===== src/rtl/dac_pf_pkg.sv =====
package dac_pf_pkg;
  localparam int          NCH         = 4;
  localparam int          STAT_W      = 11;
  localparam logic [2:0]  PWR_REG_SEL = 3'b010;
  localparam int          TSD_POS     = 5;
  localparam int          OC_LSB      = 7;

  function automatic logic [STAT_W-1:0] pack_status(
    input logic [NCH-1:0] pu,
    input logic           tsd,
    input logic [NCH-1:0] oc
  );
    logic [STAT_W-1:0] w;
    w                      = '0;
    w[NCH-1:0]             = pu;
    w[TSD_POS]             = tsd;
    w[OC_LSB +: NCH]       = oc;
    return w;
  endfunction
endpackage


===== src/rtl/pf_reset_sync.sv =====
module pf_reset_sync (
  input  logic clk,
  input  logic rst_n,
  output logic rst_n_sync
);
  logic [1:0] sync_q;

  always_ff @(posedge clk or negedge rst_n) begin
    if (!rst_n) sync_q <= 2'b00;
    else        sync_q <= {sync_q[0], 1'b1};
  end

  assign rst_n_sync = sync_q[1];
endmodule


===== src/rtl/pf_access_decode.sv =====
module pf_access_decode
  import dac_pf_pkg::*;
(
  input  logic       wr_en,
  input  logic       rd_en,
  input  logic [2:0] reg_sel,
  output logic       wr_hit,
  output logic       rd_hit
);
  logic sel_match;

  always_comb begin
    sel_match = (reg_sel == PWR_REG_SEL);
    wr_hit    = wr_en & sel_match;
    rd_hit    = rd_en & sel_match;
  end
endmodule


===== src/rtl/pf_thermal_latch.sv =====
module pf_thermal_latch (
  input  logic clk,
  input  logic rst_n,
  input  logic ot_in,
  input  logic rd_hit,
  output logic tsd_flag
);
  logic tsd_q, tsd_d;

  always_comb begin
    tsd_d = tsd_q;
    if (ot_in)       tsd_d = 1'b1;
    else if (rd_hit) tsd_d = 1'b0;
  end

  always_ff @(posedge clk or negedge rst_n) begin
    if (!rst_n) tsd_q <= 1'b0;
    else        tsd_q <= tsd_d;
  end

  assign tsd_flag = tsd_q;
endmodule


===== src/rtl/pf_chan_ctrl.sv =====
module pf_chan_ctrl #(
  parameter int SETTLE_CYC = 20,
  parameter int CNT_W      = 5
) (
  input  logic clk,
  input  logic rst_n,
  input  logic wr_hit,
  input  logic wr_bit,
  input  logic rd_hit,
  input  logic ld_req,
  input  logic clamp_en,
  input  logic oc_in,
  input  logic ot_in,
  output logic pu,
  output logic busy,
  output logic ld_pulse,
  output logic oc_alert
);
  localparam logic [CNT_W-1:0] WIN_LOAD = CNT_W'(SETTLE_CYC);
  localparam logic [CNT_W-1:0] ONE      = CNT_W'(1);

  logic             pu_q, pu_d;
  logic [CNT_W-1:0] cnt_q, cnt_d;
  logic             cnt_en;
  logic             pend_q, pend_d;
  logic             fire_q, fire_d;
  logic             alert_q, alert_d;
  logic             want;

  always_comb begin
    // enable: overtemperature > unclamped overcurrent > software write
    pu_d = pu_q;
    if (ot_in)                   pu_d = 1'b0;
    else if (oc_in && !clamp_en) pu_d = 1'b0;
    else if (wr_hit)             pu_d = wr_bit;

    // settling window counter, clock-enabled
    cnt_en = 1'b0;
    cnt_d  = cnt_q;
    if (!pu_d) begin
      cnt_en = (cnt_q != '0);
      cnt_d  = '0;
    end else if (!pu_q) begin
      cnt_en = 1'b1;
      cnt_d  = WIN_LOAD;
    end else if (cnt_q != '0) begin
      cnt_en = 1'b1;
      cnt_d  = cnt_q - ONE;
    end

    // load: fires when the window ends on this edge, else waits
    want   = pu_q & pu_d & (ld_req | pend_q);
    fire_d = want & (cnt_q <= ONE);
    pend_d = want & (cnt_q >  ONE);

    alert_d = oc_in | (alert_q & ~rd_hit);
  end

  always_ff @(posedge clk or negedge rst_n) begin
    if (!rst_n) begin
      pu_q    <= 1'b0;
      cnt_q   <= '0;
      pend_q  <= 1'b0;
      fire_q  <= 1'b0;
      alert_q <= 1'b0;
    end else begin
      pu_q    <= pu_d;
      if (cnt_en) cnt_q <= cnt_d;
      pend_q  <= pend_d;
      fire_q  <= fire_d;
      alert_q <= alert_d;
    end
  end

  assign pu       = pu_q;
  assign busy     = (cnt_q != '0);
  assign ld_pulse = fire_q;
  assign oc_alert = alert_q;
endmodule


===== src/rtl/dac_pwr_fault_reg.sv =====
module dac_pwr_fault_reg
  import dac_pf_pkg::*;
#(
  parameter int CLK_FREQ_HZ = 2_000_000,
  parameter int SETTLE_US   = 10
) (
  input  logic              clk,
  input  logic              rst_n,
  input  logic              wr_en,
  input  logic              rd_en,
  input  logic [2:0]        reg_sel,
  input  logic [NCH-1:0]    wr_pu,
  input  logic              ld_req,
  input  logic              clamp_en,
  input  logic [NCH-1:0]    oc_in,
  input  logic              ot_in,
  output logic [NCH-1:0]    pwr_on,
  output logic [NCH-1:0]    ld_out,
  output logic [STAT_W-1:0] rd_data
);
  localparam int RAW_CYC    = (CLK_FREQ_HZ / 1_000_000) * SETTLE_US;
  localparam int SETTLE_CYC = (RAW_CYC < 1) ? 1 : RAW_CYC;
  localparam int CNT_W      = $clog2(SETTLE_CYC + 1);

  logic              rst_s;
  logic              wr_hit, rd_hit;
  logic              tsd_flag;
  logic [NCH-1:0]    busy;
  logic [NCH-1:0]    oc_alert;
  logic [STAT_W-1:0] status;
  logic [STAT_W-1:0] rd_q;

  pf_reset_sync u_rst (
    .clk       (clk),
    .rst_n     (rst_n),
    .rst_n_sync(rst_s)
  );

  pf_access_decode u_dec (
    .wr_en  (wr_en),
    .rd_en  (rd_en),
    .reg_sel(reg_sel),
    .wr_hit (wr_hit),
    .rd_hit (rd_hit)
  );

  pf_thermal_latch u_therm (
    .clk     (clk),
    .rst_n   (rst_s),
    .ot_in   (ot_in),
    .rd_hit  (rd_hit),
    .tsd_flag(tsd_flag)
  );

  for (genvar ch = 0; ch < NCH; ch++) begin : g_ch
    pf_chan_ctrl #(
      .SETTLE_CYC(SETTLE_CYC),
      .CNT_W     (CNT_W)
    ) u_ch (
      .clk     (clk),
      .rst_n   (rst_s),
      .wr_hit  (wr_hit),
      .wr_bit  (wr_pu[ch]),
      .rd_hit  (rd_hit),
      .ld_req  (ld_req),
      .clamp_en(clamp_en),
      .oc_in   (oc_in[ch]),
      .ot_in   (ot_in),
      .pu      (pwr_on[ch]),
      .busy    (busy[ch]),
      .ld_pulse(ld_out[ch]),
      .oc_alert(oc_alert[ch])
    );
  end

  always_comb status = pack_status(pwr_on, tsd_flag, oc_alert);

  always_ff @(posedge clk or negedge rst_s) begin
    if (!rst_s)      rd_q <= '0;
    else if (rd_hit) rd_q <= status;
  end

  assign rd_data = rd_q;
endmodule


===== config.mk =====
export PLATFORM = sky130hd
export DESIGN_NAME = dac_pwr_fault_reg
export DESIGN_NICKNAME = d
export VERILOG_FILES = /design/src/rtl/dac_pf_pkg.sv /design/src/rtl/pf_reset_sync.sv /design/src/rtl/pf_access_decode.sv /design/src/rtl/pf_thermal_latch.sv /design/src/rtl/pf_chan_ctrl.sv /design/src/rtl/dac_pwr_fault_reg.sv
export SDC_FILE = /design/constraint.sdc
export NUM_CORES = 1
export LEC_CHECK = 0
export BUFFER_PORTS_ARGS = -buffer_cell sky130_fd_sc_hd__buf_2
export CORE_MARGIN = 1
export CORE_UTILIZATION = 50
export CTS_CLUSTER_DIAMETER = 60
export CTS_CLUSTER_SIZE = 10
export DETAILED_ROUTE_END_ITERATION = 16
export GPL_TIMING_DRIVEN = 1
export PLACE_DENSITY = 0.72
export SYNTH_ARGS = -nofsm -noshare
export SYNTH_HDL_FRONTEND = slang
export SYNTH_SLANG_ARGS = --single-unit
export TNS_END_PERCENT = 5

===== constraint.sdc =====
create_clock -name clk -period 1.7 [get_ports clk]
set_input_delay 0.255 -clock clk [delete_from_list [all_inputs] [get_ports clk]]
set_output_delay 0.255 -clock clk [all_outputs]
set_load 0.05 [all_outputs]

==> run_results.csv, run 1 <==
group,metric,value,unit
cells_and_area,final-instance-count-excl-fill,294,
die,start_util,51.8,%
drt,ant_nets,0,
yosys,ys_warn_count,0,
clock_tree,worst_skew_pair.late_latency,300,ps
sta,final_worst_path_cycle_share,94.4,%
drt,drt-initial-drc-count,99,
place,placed_cells,285,
clock_tree,ctsRootBufferMaster,"sky130_fd_sc_hd__clkbuf_8",
drt,drt-vias-per-instance,5.33,
sta,final.setup_skew,7.62,ps
drt,drt-wirelength-per-cell,13.8,um
power_and_ir_drop,pwr_density_cell,874,nW/um^2
yosys,portion_of_the_post_synthesis_area_used_by_sequential_elements,53.3,%
drt,drt-pass1-iter-count,4,
worst_setup_path,timing.critical_path.fanout_max,3,
sta,rsz0062_at_grt,"false",
clock_tree,post-cts-setup-buffers,0,
cells_and_area,final_layout_size_suffix_gt1_share,30.2,%
clock_tree,clkTransAtPathRegs,90,ps
worst_setup_path,worstSetupPathType,"flop to flop",
clock_tree,ctsHtreeMaxLevel,2,
worst_setup_path,reg2reg_depth,5,
clock_tree,cts-root-to-sink-buffers,2,
grt,grt_first_pass_wirelength,7.22,mm
clock_tree,cts_tree,"done",
place,place_ws,-9.13,ps
cells_and_area,net_count_final,267,
yosys,synth_area_leader_cell,"sky130_fd_sc_hd__dfrtp_1",
worst_setup_path,worst_setup_path_end_kind,"flop",
cells_and_area,layout.cells.most_common_list,"sky130_fd_sc_hd__dfrtp_1 (47), sky130_fd_sc_hd__buf_2 (34), sky130_fd_sc_hd__nand2_1 (13), sky130_fd_sc_hd__inv_1 (12), sky130_fd_sc_hd__mux2_2 (12)",
sta,finalWorstPathRequiredPeriod,1600,ps
sta,achievable-frequency,0.623,GHz
yosys,cells_after_synth,204,
grt,first_global_vias,1507,
cells_and_area,growth_of_design_area_from_synthesis_to_finish,16.2,%
flow_run,cap_viol_max_count,0,
place,gpl.final_weighted_congestion,0.784,
place,port_buffers,34,
worst_setup_path,r2r_slack,100,ps
cells_and_area,layout_commonest_cell,"sky130_fd_sc_hd__dfrtp_1",
worst_setup_path,timing.rr.end,"g_ch[0].u_ch.cnt_q[1]",
drt,postRouteWirelength,4.04,mm
die,die_h,69.2,um
hold_path,worstHoldPathType,"flop to async pin",
die,number_of_primary_i_o_pins,37,
worst_setup_path,crit_arrival,1810,ps
drt,dr_total_vias,1567,
sta,fin_ws,95.2,ps
die,core_area,4350,sq um
yosys,synth.area.top_cells,"sky130_fd_sc_hd__dfrtp_1 (53%), sky130_fd_sc_hd__mux2_2 (6.0%), sky130_fd_sc_hd__ha_1 (4.4%), sky130_fd_sc_hd__buf_4 (3.3%), sky130_fd_sc_hd__nor3_1 (2.4%)",
die,floorplan.die_area,4780,sq um
grt,grt_usage,19.4,%
outcome,outcome,"finished clean",
sta,whs,132,ps
clock_tree,clock_sinks,48,
worst_setup_path,worst_setup_path_start_kind,"flop",
sta,report.final.hold_viol_count,0,
yosys,synth_seq_cells,48,
die,num_rows,24,
yosys,synth_top_area_share,53.3,%
clock_tree,numCtsBuffers,5,
grt,grt_antenna_before_repair,0,
yosys,synth.lib_cells_used.distinct,37,
yosys,mappedNetlistArea,2250,sq um
sta,report.final.setup_viol,0,
cells_and_area,insertedDiodeCount,0,
grt,gr-total-overflow,0,
power_and_ir_drop,irDropWorstVdd,0.411,mV
power_and_ir_drop,total_leakage_power,1.24,nW
drt,drc_errors,0,
worst_setup_path,timing.rr.start,"g_ch[0].u_ch.cnt_q[1]",
cells_and_area,end_of_flow_core_utilization,60.2,%
grt,pin_count_of_the_biggest_net_entering_global_routing,38,
die,die_x,69.2,um
place,detailed_place_hpwl,2.94,mm
yosys,syn-mean-instance-area,11.1,sq um
worst_setup_path,end_point_of_the_critical_path,"g_ch[0].u_ch.cnt_q[1]",
sta,slew_violations,0,
worst_setup_path,worstPathRequired,1900,ps
worst_setup_path,first_element_of_the_critical_path,"g_ch[0].u_ch.cnt_q[1]",
worst max-delay path, cell delays in order, from the launching register on:
cell and delay, ps:
sky130_fd_sc_hd__dfrtp_1 380, sky130_fd_sc_hd__inv_1 80, sky130_fd_sc_hd__ha_2 170, sky130_fd_sc_hd__or3b_4 380, sky130_fd_sc_hd__or2_4 250, sky130_fd_sc_hd__o32ai_1 250
how the worst min path moves through the flow:
stage	start	end	slack (ps)	cells after the start
floorplan	rst_n	u_rst.sync_q[0]	-40	0
global placement	rst_n	u_rst.sync_q[0]	40	1
detailed placement	rst_n	u_rst.sync_q[0]	40	1
CTS	u_rst.sync_q[1]	g_ch[3].u_ch.oc_alert	140	0
global route	oc_in[1]	g_ch[1].u_ch.oc_alert	130	2
finish	u_rst.sync_q[1]	rd_data[3]	130	0
flip-flops by register name, summed over array words and instances (netlist names):
name                cells
g_ch.u_ch.cnt_q        20
g_ch.u_ch.ld_pulse      4
g_ch.u_ch.oc_alert      4
g_ch.u_ch.pend_q        4
g_ch.u_ch.pu            4
rd_data                 9
u_rst.sync_q            2
u_therm.tsd_flag        1
layer usage:
layer  routed length, um  vias up  GRT usage [%]
met4                  96        0           9.75
met5                   0        -              0
met2                1840       34           28.7
li1                    -      769              -
met1                1960      755           27.3
met3                 147        9           3.51
power breakdown:
group,total [mW],switching [mW],internal [mW]
Clock,0.859,0.378,0.481
Combinational,0.238,0.158,0.0800
Sequential,1.19,0.0221,1.17
synthesized netlist by cell type, drive strengths merged:
library cell,n
dfrtp,48
buf,13
inv,13
nand2,13
mux2,12
nor3,12
nor2,11
o21ai,11
a21oi,9
ha,8
a21o,5
nor3b,5
o2111ai,5
xor2,4
nand2b,3
nand3,3
nor2b,3
o22ai,3
o32ai,3
xnor2,3
conb,2
nand3b,2
nand4bb,2
nor4bb,2
or2,2
a21boi,1
clkbuf,1
nor4,1
o211ai,1
or3,1
or3b,1
or4b,1
kinds of logic (layout without fill, tap and decap cells):
group | Yosys count | after routing | synth area share, %
AO/OA/AOI/OAI | 38 | 38 | 11.2
XOR/XNOR | 7 | 7 | 2.72
adder cells (fa/ha/maj) | 8 | 8 | 4.44
buffers and inverters | 27 | 64 | 6.27
flip-flops | 48 | 48 | 53.3
multiplexers | 12 | 12 | 5.99
other | 2 | 3 | 0.333
AND/OR/NAND/NOR | 62 | 62 | 15.8
metrics by stage:
stage	instance area (sq um)	total power [mW]	setup TNS [ps]
2_1_floorplan	2260	1.38	0
5_1_grt	2620	2.39	0
3_5_place_dp	2470	1.45	-9.13
3_3_place_gp	2470	1.45	0
6_report	2620	2.29	0
4_1_cts	2610	2.31	0
cell type report:
class                      count  area (sq um)
fill                         360          1730
clock buffer                   6          82.6
sequential                    48          1200
multi-input combinational    130           930
timing repair buffer          43           253
inverter                      13          48.8
clock inverter                 2          38.8
tap                           52          65.1
repair_timing:
item / CTS / global route
endpoints found under the setup margin: 2 / 4
pin swaps: 0 / 1
hold buffers: 1 / 0
gates cloned: 0 / 0
endpoints found under the hold margin: 2 / 0
resized for setup: 1 / 4
No activity file was read; power rests on OpenSTA's default activity.
==> inputs of run 2 (changes only) <==
--- a/config.mk
+++ b/config.mk
@@ -13,6 +13,7 @@
 export DETAILED_ROUTE_END_ITERATION = 16
 export GPL_TIMING_DRIVEN = 1
 export PLACE_DENSITY = 0.72
+export SETUP_SLACK_MARGIN = 0.15
 export SYNTH_ARGS = -nofsm -noshare
 export SYNTH_HDL_FRONTEND = slang
 export SYNTH_SLANG_ARGS = --single-unit
==> run 2 against run 1 <==
  * Clock skew decreased by 4.0 ps
  * Design area is 0.57% lower
  * Core utilization down 0.34 points
  * Hold slack worse by 15 ps
  * Die area unchanged
  * Setup slack worse by 39 ps
  * Global-route usage decreased by 0.28 points
  * Wire length grew 4.2%
  * Critical path type unchanged
  * Maximum frequency shrank 2.4%
  * Critical path depth rose by 1
  * Cell count shrank 0.34%
==> run_results.csv, run 2 (synthesized netlist as in run 1, its figures left out) <==
group,metric,value,unit
cells_and_area,layout.cells.most_common_list,"sky130_fd_sc_hd__dfrtp_1 (47), sky130_fd_sc_hd__buf_2 (34), sky130_fd_sc_hd__nand2_1 (13), sky130_fd_sc_hd__mux2_2 (12)",
die,core_area,4350,sq um
cells_and_area,growth_of_design_area_from_synthesis_to_finish,15.5,%
drt,drt-initial-drc-count,119,
clock_tree,cts_tree,"done",
power_and_ir_drop,total_leakage_power,1.23,nW
grt,grt_usage,19.1,%
cells_and_area,sequential_cell_area,1200,sq um
hold_path,worstHoldPathType,"flop to async pin",
die,die_x,69.2,um
worst_setup_path,timing.critical_path.slowest_stage_cell,"sky130_fd_sc_hd__dfrtp_1",
worst_setup_path,largest_delay_contributor_family_on_the_critical_path,"simple AND/OR/NAND/NOR gates",
worst_setup_path,r2r_slack,60,ps
drt,drt-vias-per-instance,5.34,
place,port_buffers,34,
cells_and_area,n_fill_cell,364,
power_and_ir_drop,total_design_power,2.09,mW
die,floorplan.die_area,4780,sq um
die,num_rows,24,
clock_tree,clkTransAtPathRegs,80,ps
power_and_ir_drop,power_frac_seq,57.2,%
sta,rsz0062_at_grt,"true",
clock_tree,numCtsBuffers,5,
worst_setup_path,timing.critical_path.fanout_max,3,
sta,slew_headroom,67.5,%
worst_setup_path,worst_setup_path_end_kind,"flop",
sta,final.setup_skew,3.64,ps
cells_and_area,largest_reg_flops,20,
grt,grt_first_pass_wirelength,7.11,mm
die,die_h,69.2,um
cells_and_area,net_count_final,266,
sta,report.final.hold_viol_count,0,
drt,dr_total_vias,1565,
power_and_ir_drop,p_clk_share,31.2,%
worst_setup_path,timing.rr.start,"g_ch[0].u_ch.cnt_q[1]",
sta,max_slew.worst_pin.slew,482,ps
cells_and_area,end_of_flow_core_utilization,59.8,%
outcome,outcome,"finished clean",
sta,whs,117,ps
worst_setup_path,worstPathCellList,"inv_2 -> ha_4 -> or3b_4 -> or2_4 -> o2111ai_4 -> o22ai_1",
sta,report.final.setup_viol,0,
sta,final_worst_path_cycle_share,96.7,%
sta,slew_violations,0,
drt,postRouteWirelength,4.21,mm
cells_and_area,multi_input_logic_area,958,sq um
clock_tree,worst_skew_pair.late_latency,290,ps
drt,ant_nets,0,
power_and_ir_drop,p_sw,0.548,mW
power_and_ir_drop,pwr_density_cell,801,nW/um^2
worst_setup_path,worstSetupPathType,"flop to flop",
drt,drt-pass1-iter-count,4,
sta,setup_tns,0,ps
clock_tree,ctsHtreeMaxLevel,2,
worst_setup_path,reg2reg_depth,6,
worst_setup_path,crit_arrival,1800,ps
clock_tree,clock_sinks,48,
sta,achievable-frequency,0.608,GHz
power_and_ir_drop,irDropWorstVdd,0.665,mV
grt,first_global_vias,1532,
worst_setup_path,worstPathRequired,1860,ps
worst_setup_path,timing.rr.end,"g_ch[0].u_ch.cnt_q[0]",
drt,drc_errors,0,
flow_run,cap_viol_max_count,0,
cells_and_area,layout_commonest_cell,"sky130_fd_sc_hd__dfrtp_1",
grt,grt_antenna_before_repair,0,
place,detailed_place.area,2450,sq um
power_and_ir_drop,combPwrFrac,11.6,%
die,start_util,51.8,%
clock_tree,cts-root-to-sink-buffers,2,
drt,drt-wirelength-per-cell,14.4,um
worst_setup_path,critPathBufInv,1,
cells_and_area,final_layout_size_suffix_gt1_share,30.3,%
grt,pin_count_of_the_biggest_net_entering_global_routing,39,
place,gpl.final_weighted_congestion,0.851,
place,detailed_place_hpwl,2.87,mm
clock_tree,ctsRootBufferMaster,"sky130_fd_sc_hd__clkbuf_8",
cells_and_area,final_area,2610,sq um
power_and_ir_drop,p_int,1.54,mW
grt,gr-total-overflow,0,
worst_setup_path,critical_path.max_stage_delay,410,ps
cells_and_area,insertedDiodeCount,0,
worst_setup_path,worst_setup_path_start_kind,"flop",
cells_and_area,top_register,"g_ch.u_ch.cnt_q",
sta,finalWorstPathRequiredPeriod,1640,ps
power_and_ir_drop,switching_share,26.3,%
die,number_of_primary_i_o_pins,37,
-- run 2: worst max-delay path by stage --
stage                          start               endpoint  slack (ps)  cells past startpoint
2_1_floorplan  g_ch[0].u_ch.cnt_q[0]  g_ch[0].u_ch.cnt_q[1]         130                      5
3_3_place_gp   g_ch[0].u_ch.cnt_q[1]  g_ch[0].u_ch.cnt_q[1]          90                      5
3_5_place_dp   g_ch[0].u_ch.cnt_q[1]  g_ch[0].u_ch.cnt_q[1]          60                      5
4_1_cts        g_ch[0].u_ch.cnt_q[0]  g_ch[0].u_ch.cnt_q[1]          80                      5
5_1_grt        g_ch[0].u_ch.cnt_q[1]  g_ch[0].u_ch.cnt_q[0]           3                      6
6_report       g_ch[0].u_ch.cnt_q[1]  g_ch[0].u_ch.cnt_q[0]          60                      6
-- run 2: power groups by stage --
| stage | sequential (mW) | combinational (mW) | clock, mW |
|---|---|---|---|
| 2_1_floorplan | 1.28 | 0.0934 | 0 |
| 5_1_grt | 1.20 | 0.263 | 0.712 |
| 3_3_place_gp | 1.22 | 0.231 | 0 |
| 4_1_cts | 1.19 | 0.239 | 0.671 |
| 3_5_place_dp | 1.22 | 0.235 | 0 |
| 6_report | 1.19 | 0.242 | 0.651 |
-- run 2: final cells by class --
cell class                 instances  area share, %
tap                               52           2.50
clock inverter                     2          0.480
clock buffer                       6           2.79
timing repair buffer              42           9.41
sequential                        48           46.2
inverter                          13           1.87
multi-input combinational        130           36.8
-- run 2: timing repair --
item | 4_1_cts | 5_1_grt
hold endpoints to repair | 2 | 0
cloned | 0 | 0
resized for setup | 2 | 5
pin swaps | 0 | 1
setup endpoints to repair | 4 | 6
setup buffers | 1 | 2
hold buffers | 1 | 0
-- run 2: stage by stage --
stage | worst slack, ps | std cells
4_1_cts | 77.4 | 291
6_report | 56.5 | 293
5_1_grt | 2.53 | 293
2_1_floorplan | 131 | 205
3_3_place_gp | 91.7 | 281
3_5_place_dp | 60.9 | 281
-- run 2: worst reg2reg max path, delay by kind of cell (launching register included) --
kind	cells	cell delay, ps
and+or+nand+nor	2	630
adders and majority gates	1	140
DFF	1	410
AOI/OAI and AO/OA	2	230
buffers and inverters	1	110
-- run 2: layer usage --
metal	vias to the layer above	routed length, um	global-route usage (%)
met3	4	123	5.41
met1	758	1940	24.9
met4	0	43	6.35
met5	-	0	0
met2	36	2100	30.6
li1	767	-	-
